--- config.mk ---
export PLATFORM = sky130hd
export DESIGN_NAME = rx_fifo_ovr
export DESIGN_NICKNAME = d
export VERILOG_FILES = /design/src/rtl/rxf_pkg.sv /design/src/rtl/rxf_store.sv /design/src/rtl/rxf_ovr_ctl.sv /design/src/rtl/rx_fifo_ovr.sv
export SDC_FILE = /design/constraint.sdc
export NUM_CORES = 1
export LEC_CHECK = 0
export ABC_AREA = 1
export BUFFER_PORTS_ARGS = -buffer_cell sky130_fd_sc_hd__buf_2
export CAP_MARGIN = 10
export CORE_MARGIN = 10
export CORE_UTILIZATION = 45
export DETAILED_ROUTE_END_ITERATION = 12
export GPL_TIMING_DRIVEN = 0
export HOLD_SLACK_MARGIN = 0.12
export PLACE_DENSITY = 0.63
export REMOVE_ABC_BUFFERS = 1
export SLEW_MARGIN = 20
export SYNTH_ARGS = -nofsm -noshare
export SYNTH_HDL_FRONTEND = slang
export SYNTH_SLANG_ARGS = --single-unit
--- constraint.sdc ---
create_clock -name clk -period 2.71 [get_ports clk]
set_clock_uncertainty 0.15 [all_clocks]
set_input_delay 0.542 -clock clk [delete_from_list [all_inputs] [get_ports clk]]
set_output_delay 0.542 -clock clk [all_outputs]
set_load 0.02 [all_outputs]
--- src/rtl/rxf_pkg.sv ---
package rxf_pkg;
  localparam int unsigned RXF_DEPTH = 16;
  localparam int unsigned RXF_DW    = 8;
  localparam int unsigned RXF_SR_W  = 16;

  typedef struct packed {
    logic flag;   // overrun latch
    logic armed;  // latch was read as 1 since it was last set
  } ovr_state_t;
endpackage

--- src/rtl/rxf_store.sv ---
module rxf_store #(
  parameter int unsigned DW    = 8,
  parameter int unsigned DEPTH = 16,
  localparam int unsigned AW   = (DEPTH > 1) ? $clog2(DEPTH) : 1,
  localparam int unsigned CW   = $clog2(DEPTH + 1)
) (
  input  logic          clk,
  input  logic          rst_n,
  input  logic          push,
  input  logic [DW-1:0] wdata,
  input  logic          pop,
  output logic [DW-1:0] rdata,
  output logic [CW-1:0] count,
  output logic          full,
  output logic          empty
);
  logic [DW-1:0] mem [DEPTH];
  logic [AW-1:0] wptr_q, wptr_d, rptr_q, rptr_d;
  logic [CW-1:0] cnt_q, cnt_d;
  logic [DW-1:0] rdata_q, rdata_d;
  logic          push_ok, pop_ok;

  assign full    = (cnt_q == CW'(DEPTH));
  assign empty   = (cnt_q == '0);
  assign push_ok = push && !full;
  assign pop_ok  = pop && !empty;

  genvar gi;
  generate
    for (gi = 0; gi < DEPTH; gi++) begin : g_slot
      logic slot_en;
      assign slot_en = push_ok && (wptr_q == AW'(gi));
      always_ff @(posedge clk or negedge rst_n) begin
        if (!rst_n)       mem[gi] <= '0;
        else if (slot_en) mem[gi] <= wdata;
      end
    end
  endgenerate

  always_comb begin
    wptr_d  = wptr_q;
    rptr_d  = rptr_q;
    cnt_d   = cnt_q;
    rdata_d = rdata_q;
    if (push_ok)
      wptr_d = (wptr_q == AW'(DEPTH - 1)) ? '0 : wptr_q + AW'(1);
    if (pop_ok) begin
      rptr_d  = (rptr_q == AW'(DEPTH - 1)) ? '0 : rptr_q + AW'(1);
      rdata_d = mem[rptr_q];
    end else if (pop) begin
      rdata_d = '0;
    end
    case ({push_ok, pop_ok})
      2'b10:   cnt_d = cnt_q + CW'(1);
      2'b01:   cnt_d = cnt_q - CW'(1);
      default: cnt_d = cnt_q;
    endcase
  end

  always_ff @(posedge clk or negedge rst_n) begin
    if (!rst_n) begin
      wptr_q  <= '0;
      rptr_q  <= '0;
      cnt_q   <= '0;
      rdata_q <= '0;
    end else begin
      wptr_q  <= wptr_d;
      rptr_q  <= rptr_d;
      cnt_q   <= cnt_d;
      rdata_q <= rdata_d;
    end
  end

  assign rdata = rdata_q;
  assign count = cnt_q;
endmodule

--- src/rtl/rxf_ovr_ctl.sv ---
module rxf_ovr_ctl
  import rxf_pkg::*;
(
  input  logic clk,
  input  logic rst_n,
  input  logic ovr_evt,
  input  logic sts_rd,
  input  logic sts_wr,
  input  logic wr_bit0,
  output logic flag
);
  ovr_state_t st_q, st_d;

  always_comb begin
    st_d = st_q;
    if (sts_rd && st_q.flag)
      st_d.armed = 1'b1;
    if (sts_wr && !wr_bit0 && st_q.flag && st_q.armed) begin
      st_d.flag  = 1'b0;
      st_d.armed = 1'b0;
    end
    if (ovr_evt) begin
      st_d.flag  = 1'b1;
      st_d.armed = 1'b0;
    end
  end

  always_ff @(posedge clk or negedge rst_n) begin
    if (!rst_n) st_q <= '0;
    else        st_q <= st_d;
  end

  assign flag = st_q.flag;
endmodule

--- src/rtl/rx_fifo_ovr.sv ---
module rx_fifo_ovr
  import rxf_pkg::*;
#(
  parameter int unsigned DW    = RXF_DW,
  parameter int unsigned DEPTH = RXF_DEPTH,
  parameter int unsigned SR_W  = RXF_SR_W,
  localparam int unsigned CW   = $clog2(DEPTH + 1)
) (
  input  logic            clk,
  input  logic            rst_n,
  input  logic            rx_en,
  input  logic            rx_valid,
  input  logic [DW-1:0]   rx_data,
  input  logic            rd_fifo,
  output logic [DW-1:0]   rd_data,
  input  logic            sts_rd,
  input  logic            sts_wr,
  input  logic [SR_W-1:0] sts_wdata,
  output logic [SR_W-1:0] sts_rdata,
  output logic            rx_halt,
  output logic [CW-1:0]   count,
  output logic            full,
  output logic            empty
);
  logic flag;
  logic take, push, ovr_evt;

  assign take    = rx_valid && rx_en && !flag;
  assign push    = take && !full;
  assign ovr_evt = take && full;

  rxf_store #(.DW(DW), .DEPTH(DEPTH)) u_store (
    .clk   (clk),
    .rst_n (rst_n),
    .push  (push),
    .wdata (rx_data),
    .pop   (rd_fifo),
    .rdata (rd_data),
    .count (count),
    .full  (full),
    .empty (empty)
  );

  rxf_ovr_ctl u_ovr (
    .clk     (clk),
    .rst_n   (rst_n),
    .ovr_evt (ovr_evt),
    .sts_rd  (sts_rd),
    .sts_wr  (sts_wr),
    .wr_bit0 (sts_wdata[0]),
    .flag    (flag)
  );

  assign sts_rdata = {{(SR_W-1){1'b0}}, flag};
  assign rx_halt   = flag;
endmodule

# After elaboration in Yosys (flattened, before gate mapping)
# Cells that the tools add are included.
# word_totals
inputBits	31
wordCells	94
regBits	151
# classes
n_reduce_logical	36
eq_ne	19
magnitude_cmp	1
n_bitwise	1
muxes	11
addsub	4
# ops
op	n
$eq 4x4->1 const B	9
$bmux 8 s4	1
$mux 8	4
$logic_and 1x1->1	26
$eq 4x3->1 const B	4
$pmux 5 s2	1
$add 4x1->4 const B	2
$eq 4x2->1 const B	2
$mux 4	2
$reduce_bool 2->1	3
$add 5x1->5 const B	1
$eq 5x5->1 const B	1
$ge 5x5->1 const B	1
$logic_not 5->1	1
$not 4->5	1
$sub 5x1->5 const B	1
$eq 4x1->1 const B	1
$logic_not 1->1	4
$logic_not 4->1	1
$mux 2	2
$reduce_bool 3->1	1
$eq 2x1->1 const B	1
$eq 2x2->1 const B	1
$mux 1	1

# Longest topological paths before layout
# Gate-level depths: netlist (run 1).
# depth
word_depth	6
ltp_mapped	15

# Modules after synthesis
# A second synthesis (run 1) with hierarchy kept.
# hier_totals
cells_unflattened	1043
area_unflattened_um2	7900.1
# modules_own_cells
mod	area_each_um2	n_inst	seq_area_each_um2	cells_per_inst
rxf_store	7646.1	1	3728.6	1008
rx_fifo_ovr	148.9	1	0.0	22
rxf_ovr_ctl	105.1	1	50.0	13

# Worst setup path after synthesis (run 1)
# OpenSTA, ideal clock, no wires.
# synth_path
path_type	register to register
from	register u_store.cnt_q[0] (netlist: u_store.count[0])
to	register u_store.cnt_q[4] (netlist: u_store.count[4])
slack_ns	0.167
arrival_time_ns	2.277
synth_period_minus_slack_ns	2.543
required_time_ns	2.443
path_stages_with_launch	16
path_cell_list	dfrtp_1 > nor2_2 > nand3_1 > nand2_1 > clkinv_1 > clkbuf_1 > ha_1 > xor2_1 > ha_1 > inv_1 > nand2_1 > nand3_1 > nand2_1 > xor2_1 > nand2_1 > nand2_1
# synth_between
elab_chain_len	6
word_cells_on_any_way	13
classes_between	add/sub: 2; eq/ne: 3; mux: 1; reduce/logical: 7
# synth_rtl
element	line	text
start: declaration	rxf_store.sv:19	logic [CW-1:0] cnt_q, cnt_d;
start signal: assignment	rxf_store.sv:69	cnt_q <= cnt_d;
$eq 5x5->1	rxf_store.sv:23	assign full = (cnt_q == CW'(DEPTH));
$logic_not 1->1	rxf_store.sv:25, rx_fifo_ovr.sv:29	
$logic_and 1x1->1	rx_fifo_ovr.sv:29	assign push = take && !full;
$logic_and 1x1->1	rxf_store.sv:25	assign push_ok = push && !full;
$eq 2x1->1 or $eq 2x2->1 (tied branches)	rxf_store.sv:53	case ({push_ok, pop_ok})
$pmux 5 s2 or $reduce_bool 2->1 (tied branches)	-	
# Parallel ways exist; a longest one is shown, timed or not.
# A chain may end at the register's enable or synchronous reset.

# Worst setup path in the final report (run 1)
# layout_path
from	register u_store.rptr_q[2]
to	register u_store.rdata_q[1] (netlist: u_store.rdata[1])
# layout_between
elab_chain_len	5
# layout_rtl
element	line	text
start: declaration	rxf_store.sv:18	logic [AW-1:0] wptr_q, wptr_d, rptr_q, rptr_d;
start signal: assignment	rxf_store.sv:68	rptr_q <= rptr_d;
$not 4->5 (implied by the code)	rxf_store.sv:49	rdata_d = mem[rptr_q];
$bmux 8 s4	rxf_store.sv:49	
$mux 8 (implied by the code) (2 in series)	rxf_store.sv:49	
$mux 8	rxf_store.sv:47	if (pop_ok) begin
end signal: assignment	rxf_store.sv:70	rdata_q <= rdata_d;
end: declaration	rxf_store.sv:20	logic [DW-1:0] rdata_q, rdata_d;
# Every way passes these cells. The select of a mux whose other input is x is not followed.

==> impl_metrics.csv, run 1 <==
group,metric,value,unit
status,outcome,"complete, no violations",
synth,ys_types,32,
sta,rsz0062_at_grt,"false",
synth,ys_seq_elements,151,
floorplan,rows,49,
final_layout,fin_area,0.00894,sq mm
synth,synthTopCellsByArea,"dfrtp_1 46%, nand2_1 9.9%, a21oi_2 8.0%",
pwr,ir_worst_vdd,0.000759,V
worst_setup_path,critPathMaxFanout,19,
sta,relSlewSlack,41.4,%
floorplan,fp.coreArea,0.0180,sq mm
worst_setup_path,crit_path_frequent_cell,"nand2_1",
floorplan,io_pins,63,
floorplan,start_util,46.1,%
final_layout,fin_cells,1265,
synth,yosysSeqAreaShare,45.5,%
global_route,grt_pass1_wl,31900,um
worst_hold_path,min_path_cells,3,
clock_tree,clockBufferDepth,2,
drt,wl_per_cell,15.1,um
worst_setup_path,crit_chain,"clkinv_2 -> nand3_1 -> nand3_1 -> nand2_1 -> nand2_1 -> nand2_1",
place,gp_congestion,0.793,
worst_setup_path,critPathLaunchType,"flip-flop",
synth,synth_area_leader_cell,"dfrtp_1",
clock_tree,insertion_delay,0.42,ns
clock_tree,cts_sinks,151,
synth,ys_async_sr_fraction,100,%
sta,tightest_slew,0.879,ns
clock_tree,htree_levels,4,
pwr,netSwitchingFraction,41.3,%
worst_setup_path,critPathKind,"reg -> reg",
sta,layout_worst_path_cycle_share,88.2,%
place,dpl.hpwl,11600,um
synth,syn_inst,1031,
drt,dr.pass1.iters,5,
worst_setup_path,cp.depth,6,
global_route,track_usage,16.4,%
place,pre_cts_slack,-0.206,ns
worst_hold_path,min_from,"sts_rd",
global_route,antenna_found_initial,0,
drt,dr.first_iter.drc_count,538,
sta,fin_crit,2.39,ns
global_route,grt_max_degree,90,
pwr,p_int,0.00575,W
global_route,grt_remaining_overflow,0,
worst_setup_path,startpoint,"u_store.rptr_q[2]",
final_layout,final.fill_count,1774,
worst_setup_path,r2r_start,"u_store.rptr_q[2]",
final_layout,diodes,0,
drt,viasPerCell,4.90,
worst_hold_path,hp-class,"in -> reg",
worst_setup_path,path_buf_inv,1,
final_layout,layout-drive-gt1-share,18.1,%
drt,drcViolationCount,0,
sta,drv_slew,0,
pwr,power.share.sequential,37.4,%
synth,yosysMostFrequentCell,"nand2_1",
clock_tree,cts_buffers,17,
worst_setup_path,slowest_delay,0.92,ns
sta,setup_viol,0,
floorplan,fp.dieH,156,um
place,placedCellCount,1233,
worst_setup_path,cp.required,2.93,ns
synth,synth_flop_cell,"dfrtp_1",
clock_tree,root_buffer,"clkbuf_16",
sta,setup_ws,0.321,ns
synth,yosys_warnings,0,
drt,route.vias.total,6203,
global_route,grt_pass1_vias,6041,
final_layout,utilization,49.6,%
place,dpl_cell_area,0.00837,sq mm
worst_setup_path,cp_top_family,"flip-flops",
pwr,power.leakage,4.55,nW
worst_setup_path,cp_slowest_cell,"dfrtp_1",
synth,synthTopCellsByCount,"220 x nand2_1, 151 x dfrtp_1, 145 x inv_1",
clock_tree,cts_setup_buffers,0,
worst_setup_path,arrival,2.60,ns
sta,fmax,0.419,GHz
synth,synth_area_per_cell,8.05,sq um
pwr,power_frac_comb,40.0,%
clock_tree,clk_pin_slew_worst_paths,0.06,ns
drt,drtAntennaViolNets,0,
clock_tree,cts_tree,"done",
pwr,powerDensity,1100,mW/mm^2
sta,hold_viol,0,
synth,synthesis.area,0.00830,sq mm
pwr,p_sw,0.00405,W
worst_setup_path,r2r_cells,6,
final_layout,finalNetCount,1064,
pwr,total_power,0.00980,W
place,io_buffers,32,
final_layout,synthToLayoutAreaGrowth,7.70,%
drt,wirelength,19100,um
floorplan,die_area,0.0243,sq mm
pwr,clock_power_share,22.5,%
floorplan,chipWidth,156,um
worst_setup_path,cp-end-kind,"flip-flop",
synth,yosysTopAreaCellShare,45.5,%
synth,synth_edf_count,0,
run,cap_viol_max_count,0,
-- layer usage --
layer	GRT usage (%)	routed length (um)	vias up
met2	25.3	8850	123
met4	4.41	267	0
li1	-	-	3132
met3	3.69	910	22
met1	22.6	9040	2926
met5	0	0	-
-- cell families after synthesis --
logic type	count (synthesis)	share of synthesized area, %
buffers and inverters	226	13.1
adders and majority gates	9	1.36
DFF	151	45.5
and+or+nand+nor	497	27.2
other	1	0.0452
xor gates and xnor gates	6	0.633
AOI/OAI and AO/OA	141	12.1
-- tightest hold or removal path, cell delays in order --
cell	delay, ns
buf_2	0.10
nand2_1	0.05
a21oi_1	0.06
-- flip-flops by register name, summed over array words and instances, names as in the netlist --
register / count
u_store.mem: 128
u_store.count: 5
u_ovr.flag: 1
u_store.wptr_q: 4
u_ovr.st_q: 1
u_store.rdata: 8
u_store.rptr_q: 4
-- layout by cell type, fill, tap and decap left out, types with 2 or more instances in the layout --
cell	count
buf_2	31
clkinv_4	3
clkbuf_8	4
nand2_1	220
a21oi_2	76
inv_6	2
clkinvlp_4	3
a21oi_1	49
inv_4	2
ha_1	8
xor2_1	5
dfrtp_1	149
nor2_2	23
conb_1	15
nand3_1	116
o211ai_1	3
clkbuf_16	17
o21ai_0	11
clkinv_2	4
nand2_8	10
nand2_4	2
buf_16	2
nor2_1	122
inv_1	144
-- power groups by stage --
stage / registers [W] / clock network [W] / logic [W]
finish: 0.00367 / 0.00221 / 0.00393
global route: 0.00377 / 0.00235 / 0.00447
CTS: 0.00367 / 0.00226 / 0.00396
detailed placement: 0.00371 / 0 / 0.00393
global placement: 0.00382 / 0 / 0.00367
floorplan: 0.00374 / 0 / 0.00265
-- metrics by stage --
step,hold slack (ns),setup TNS (ns)
after detailed placement,0.309,-0.315
after global placement,0.299,-230.37
final,0.215,0
after global routing,0.219,0
after CTS,0.202,0
after floorplan,0.0964,-0.696
-- timing repair --
action,in CTS,in global routing
cloned,0,0
hold endpoints to repair,62,0
hold buffers,1,0
gates resized for setup,2,2
endpoints found under the setup margin,6,1
pin swaps,0,0
-- final cells by class --
class                      instances  area [sq um]  share of cell area (%)
sequential                       151          3780                    42.3
clock buffer                      21           480                    5.37
multi-input combinational        668          3490                    39.0
tap                              229           287                    3.21
timing repair buffer              36           255                    2.86
clock inverter                    10          72.6                   0.812
inverter                         150           574                    6.42
-- path summary, 6_finish.rpt --
kind | to | slack, ns
setup / recovery | u_store.rdata[1] | 0.32
hold / removal | u_ovr.st_q[0] | 0.22
setup reg to reg | u_store.rdata[1] | 0.32
hold reg to reg | u_store.mem[49] | 0.32
max in group asynchronous | u_store.rptr_q[0] | 1.10
min in group asynchronous | u_store.mem[118] | 0.48
No activity file was read; power rests on OpenSTA's default activity.
==> inputs of run 2 (changes only) <==
Settings changed: ABC_AREA 1 to unset, SKIP_LAST_GASP set to 1, TNS_END_PERCENT set to 1.
==> run 2 against run 1 <==
Against the previous run: global-route usage down 1.0 points; sequential share of layout area up 3.0 points; via count down 27%.
==> impl_metrics.csv, run 2 <==
group,metric,value,unit
floorplan,start_util,46.1,%
clock_tree,cts_sinks,151,
worst_setup_path,critPathLaunchType,"flip-flop",
final_layout,synthToLayoutAreaGrowth,13.6,%
global_route,grt_pass1_vias,5033,
sta,fin_crit,2.65,ns
sta,hold_viol,0,
clock_tree,htree_levels,4,
worst_setup_path,cp_slowest_cell,"or4_4",
worst_setup_path,cp_top_family,"compound AO/OA/AOI/OAI gates",
final_layout,utilization,52.4,%
global_route,track_usage,15.3,%
floorplan,fp.coreArea,0.0159,sq mm
worst_setup_path,slowest_delay,0.57,ns
sta,hold_ws,0.279,ns
worst_setup_path,crit_chain,"or4_4 -> o21ai_4 -> inv_2 -> ha_4 -> xor2_1 -> ha_2 -> o211a_1 -> o31ai_4 -> a31oi_2 -> xnor2_1",
global_route,grt_remaining_overflow,0,
drt,viasPerCell,5.45,
final_layout,final_common_cell,"dfrtp_1",
pwr,ir_worst_vdd,0.000579,V
global_route,grt_pass1_wl,26300,um
pwr,p_sw,0.00327,W
floorplan,fp.dieH,148,um
floorplan,chipWidth,148,um
synth,synth_flop_cell,"dfrtp_1",
drt,wirelength,16200,um
sta,tightest_slew,0.912,ns
sta,rsz0062_at_grt,"true",
place,io_buffers,32,
synth,synthTopCellsByCount,"151 x dfrtp_1, 128 x mux2_2, 64 x mux2i_1",
run,cap_viol_max_count,0,
pwr,total_power,0.00952,W
synth,syn_inst,585,
synth,yosysSeqAreaShare,51.4,%
synth,yosys_warnings,0,
final_layout,largest_reg_flops,128,
place,gp_congestion,0.760,
pwr,power.share.sequential,42.4,%
worst_setup_path,critPathKind,"reg -> reg",
sta,layout_worst_path_cycle_share,97.9,%
pwr,power.leakage,3.83,nW
global_route,grt_max_degree,85,
synth,synth_edf_count,0,
final_layout,top_register,"u_store.mem",
drt,route.vias.total,4559,
synth,synthesis.area,0.00735,sq mm
status,outcome,"complete, no violations",
synth,yosysMostFrequentCell,"dfrtp_1",
worst_hold_path,hp-class,"in -> reg",
drt,drtAntennaViolNets,0,
worst_setup_path,path_buf_inv,1,
sta,drv_slew,0,
sta,setup_viol,0,
synth,ys_async_sr_fraction,100,%
worst_setup_path,arrival,2.81,ns
sta,fin_tns_setup,0,ns
synth,synth_area_per_cell,12.6,sq um
synth,ys_seq_elements,151,
sta,fmax,0.377,GHz
pwr,clock_power_share,23.8,%
floorplan,io_pins,63,
sta,relSlewSlack,39.2,%
drt,dr.pass1.iters,4,
drt,wl_per_cell,19.3,um
floorplan,rows,46,
place,dpl.hpwl,10300,um
worst_setup_path,critPathMaxFanout,4,
synth,yosysTopAreaCellShare,51.4,%
worst_setup_path,cp-end-kind,"flip-flop",
clock_tree,cts_tree,"done",
pwr,p_int,0.00625,W
synth,synth_area_leader_cell,"dfrtp_1",
synth,ys_types,45,
final_layout,finalNetCount,648,
drt,drcViolationCount,0,
final_layout,layout_common_cells,"147 x dfrtp_1, 128 x mux2_2, 64 x mux2i_1",
synth,synthTopCellsByArea,"dfrtp_1 51%, mux2_2 20%, mux2i_1 8.7%",
clock_tree,clk_pin_slew_worst_paths,0.06,ns
global_route,antenna_found_initial,0,
clock_tree,clockBufferDepth,2,
clock_tree,cts_buffers,17,
final_layout,layout-drive-gt1-share,37.4,%
pwr,powerDensity,1140,mW/mm^2
drt,dr.first_iter.drc_count,270,
floorplan,die_area,0.0218,sq mm
final_layout,diodes,0,
pwr,power_frac_comb,33.9,%
pwr,netSwitchingFraction,34.4,%
clock_tree,insertion_delay,0.43,ns
worst_setup_path,cp.required,2.87,ns
clock_tree,root_buffer,"clkbuf_16",
-- run 2: cell count changes after synthesis, moves of 19 or more --
cell     before  now
a21oi_2      76    0
nand3_1     116    2
nand2_1     220   13
mux2_2        0  128
a21oi_1      49    7
mux2i_1       0   64
nor2_2       23    4
inv_1       145   16
nor2_1      122   30
-- run 2: routing by layer --
layer / wire length [um] / track usage, % / up-vias
li1: - / - / 2110
met1: 7240 / 18.5 / 2313
met2: 7840 / 25.6 / 109
met3: 821 / 4.58 / 27
met4: 274 / 5.50 / 0
met5: 0 / 0 / -
-- run 2: power groups by stage --
| stage | clock, W | combinational (W) | sequential (W) |
|---|---|---|---|
| 6_report | 0.00226 | 0.00322 | 0.00403 |
| 5_1_grt | 0.00241 | 0.00354 | 0.00417 |
| 4_1_cts | 0.00231 | 0.00323 | 0.00402 |
| 3_5_place_dp | 0 | 0.00306 | 0.00408 |
| 3_3_place_gp | 0 | 0.00293 | 0.00408 |
| 2_1_floorplan | 0 | 0.00218 | 0.00403 |
-- run 2: logic make-up (layout without fill, tap and decap cells) --
| kind of cell | Yosys count | in the layout | share of synthesized area (%) |
|---|---|---|---|
| xor gates and xnor gates | 7 | 7 | 0.834 |
| muxes | 193 | 193 | 28.5 |
| other | 1 | 15 | 0.0510 |
| AOI/OAI and AO/OA | 59 | 59 | 5.19 |
| adders and majority gates | 9 | 9 | 1.53 |
| and+or+nand+nor | 91 | 91 | 7.24 |
| buffers and inverters | 74 | 96 | 5.24 |
| DFF | 151 | 151 | 51.4 |
-- run 2: per-stage QoR --
step | instance area, sq um | cells | setup slack [ns]
final | 8350 | 837 | 0.0566
after global routing | 8350 | 837 | -0.0345
after CTS | 8310 | 835 | 0.0265
after detailed placement | 7600 | 792 | -1.16
after global placement | 7510 | 789 | -1.69
after floorplan | 7080 | 541 | -0.664
-- run 2: path summary, 6_finish.rpt --
check / start / end / slack, ns / cells after the start
worst max-delay path: u_store.count[0] / u_store.count[4] / 0.06 / 10
worst min-delay path: sts_rd / u_ovr.st_q[0] / 0.28 / 3
worst max register to register: u_store.count[0] / u_store.count[4] / 0.06 / 10
worst min register to register: u_store.mem[95] / u_store.mem[95] / 0.34 / 1
max in group asynchronous: rst_n / u_store.mem[118] / 1.11 / 3
min in group asynchronous: rst_n / u_store.mem[47] / 0.52 / 2
-- run 2: cell type report --
cell class	count	area (sq um)
sequential	151	3790
tap	216	270
fill	1408	7590
timing repair buffer	48	330
clock buffer	21	480
multi-input combinational	374	3320
clock inverter	11	97.6
inverter	16	60.1
-- run 2: worst min-delay path: cells and delay by family --
| family | cells | cell delay, ns |
|---|---|---|
| buf+inv | 1 | 0.07 |
| simple gates | 1 | 0.13 |
| compound gates | 1 | 0.05 |
-- run 2: timing repair --
item                                   CTS  global route
setup endpoints to repair               19             2
endpoints found under the hold margin   67             0
buffers inserted                        10             2
resized for setup                       12             4
pin swaps                                3             4
hold buffers                             1             0
==> inputs of run 3 (changes only) <==
Settings changed: ABC_AREA set to 1.
==> run 3 against run 2 <==
Against the previous run: global-route usage up 1.0 points; first-iteration DRC count up 99%; final area up 7.1%.
==> impl_metrics.csv, run 3 (synthesis gave the netlist of run 1 again) <==
group,metric,value,unit
floorplan,io_pins,63,
drt,wl_per_cell,15.1,um
worst_setup_path,r2r_cells,6,
worst_setup_path,critPathMaxFanout,19,
worst_setup_path,cp_top_family,"flip-flops",
drt,dr.first_iter.drc_count,537,
clock_tree,htree_levels,4,
final_layout,largest_reg_flops,128,
final_layout,ff_latch_area,0.00378,sq mm
global_route,antenna_found_initial,0,
drt,dr.pass1.iters,5,
global_route,grt_use_met2,25.3,%
final_layout,layout-drive-gt1-share,18.0,%
final_layout,diodes,0,
worst_setup_path,startpoint,"u_store.rptr_q[2]",
final_layout,final_common_cell,"nand2_1",
global_route,met3_usage,3.69,%
final_layout,fin_area,0.00894,sq mm
final_layout,utilization,49.6,%
global_route,met1_usage,22.6,%
global_route,grt_pass1_vias,6038,
worst_setup_path,crit_chain,"clkinvlp_4 -> nand3_1 -> nand3_1 -> nand2_1 -> nand2_1 -> nand2_1",
floorplan,start_util,46.1,%
drt,wirelength,19000,um
pwr,ir_worst_vdd,0.000756,V
worst_setup_path,critPathKind,"reg -> reg",
pwr,power.leakage,4.55,nW
sta,fin_tns_setup,0,ns
clock_tree,clockBufferDepth,2,
worst_setup_path,r2r_end,"u_store.rdata[1]",
clock_tree,insertion_delay,0.43,ns
clock_tree,cts_sinks,151,
sta,relSlewSlack,39.2,%
clock_tree,cts_buffers,17,
floorplan,fp.dieH,156,um
run,cap_viol_max_count,0,
sta,layout_worst_path_cycle_share,95.9,%
sta,fin_crit,2.60,ns
worst_hold_path,hp-class,"in -> reg",
place,placedCellCount,1233,
worst_setup_path,path_buf_inv,1,
floorplan,chipWidth,156,um
worst_setup_path,slowest_delay,0.94,ns
drt,viasPerCell,4.89,
status,outcome,"complete, no violations",
final_layout,multiInputGateArea,0.00348,sq mm
sta,setup_viol,0,
worst_setup_path,ff2ff_setup_slack,0.11,ns
clock_tree,root_buffer,"clkbuf_16",
place,gp_congestion,0.793,
sta,drv_slew,0,
final_layout,synthToLayoutAreaGrowth,7.69,%
floorplan,fp.coreArea,0.0180,sq mm
floorplan,die_area,0.0243,sq mm
drt,drcViolationCount,0,
worst_setup_path,arrival,2.82,ns
clock_tree,cts_tree,"done",
drt,route.vias.total,6191,
worst_setup_path,critPathLaunchType,"flip-flop",
floorplan,rows,49,
drt,drtAntennaViolNets,0,
final_layout,layout_common_cells,"220 x nand2_1, 149 x dfrtp_1, 144 x inv_1",
global_route,grt_max_degree,90,
worst_setup_path,cp.required,2.93,ns
final_layout,fin_cells,1265,
sta,rsz0062_at_grt,"true",
sta,hold_viol,0,
place,io_buffers,32,
final_layout,top_register,"u_store.mem",
worst_setup_path,cp_slowest_cell,"dfrtp_1",
global_route,track_usage,16.4,%
sta,fmax,0.385,GHz
worst_setup_path,crit_end,"u_store.rdata[1]",
sta,hold_ws,0.215,ns
clock_tree,clk_pin_slew_worst_paths,0.06,ns
final_layout,finalNetCount,1064,
worst_setup_path,r2r_start,"u_store.rptr_q[2]",
final_layout,final.fill_count,1774,
worst_setup_path,cp-end-kind,"flip-flop",
place,dpl.hpwl,11600,um
worst_setup_path,cp.depth,6,
worst_setup_path,crit_path_frequent_cell,"nand2_1",
global_route,grt_pass1_wl,31900,um
global_route,grt_remaining_overflow,0,
place,dpl_cell_area,0.00837,sq mm
global_route,busiest_layer,"met2",
pwr,powerDensity,1100,mW/mm^2
sta,tightest_slew,0.912,ns
==> run 3: changes by cell type in the layout (fill, tap and decap cells not counted), moves of 9 or more <==
cell     before  now
a21oi_2       1   76
nor2_2        4   23
mux2_2      128    0
nor2_1       30  122
o22ai_1      16    0
a21oi_1       5   49
inv_1        15  144
nand3_1       2  116
nand2_1      13  220
mux2i_1      64    0
buf_4        12    0
nor3_1       10    1
nand2_8       0   10
==> run 3: per-layer routing <==
layer,up-vias,wire length (um),share of wire (%)
li1,3133,-,-
met4,0,268,1.4
met5,-,0,0
met1,2917,9100,48
met2,119,8830,46
met3,22,848,4.5
==> run 3: layout make-up <==
| cell class | count | share of cell area [%] |
|---|---|---|
| inverters | 150 | 6.44 |
| well taps | 229 | 3.21 |
| multi-input cells | 668 | 39.0 |
| clock inverters | 10 | 0.812 |
| clock buffers | 21 | 5.38 |
| flip-flops and latches | 151 | 42.3 |
| repair buffers | 36 | 2.86 |
==> run 3: worst min-delay path by stage <==
stage | from | endpoint | slack [ns] | cells after the start
after floorplan | rst_n | u_ovr.flag | 0.1 | 0
after global placement | u_store.mem[127] | u_store.mem[127] | 0.30 | 2
after detailed placement | u_store.mem[9] | u_store.mem[9] | 0.31 | 2
after CTS | sts_rd | u_ovr.st_q[0] | 0.20 | 3
after global routing | sts_rd | u_ovr.st_q[0] | 0.22 | 3
final | sts_rd | u_ovr.st_q[0] | 0.21 | 3
==> run 3: tightest hold or removal path, cell delays in order <==
cell     delay (ns)
buf_2          0.10
nand2_1        0.05
a21oi_1        0.06
==> run 3: report_power, final <==
| part | switching, W | internal [W] |
|---|---|---|
| registers | 0.000540 | 0.00313 |
| logic | 0.00256 | 0.00136 |
| clock network | 0.000944 | 0.00126 |
| total | 0.00405 | 0.00575 |
==> run 3: timing repair <==
action                                 4_1_cts  5_1_grt
setup endpoints to repair                    6        9
pin swaps                                    0        0
gates resized for setup                      1        1
buffers inserted                             0        0
gates cloned                                 0        0
endpoints found under the hold margin       62        0
hold buffers                                 1        0
==> run 3: per-stage QoR <==
stage / setup WS (ns) / total power, W
floorplan: -0.171 / 0.00639
global placement: -2.02 / 0.00749
detailed placement: -0.206 / 0.00764
CTS: -0.00424 / 0.00989
global route: -0.160 / 0.0106
finish: 0.110 / 0.00980
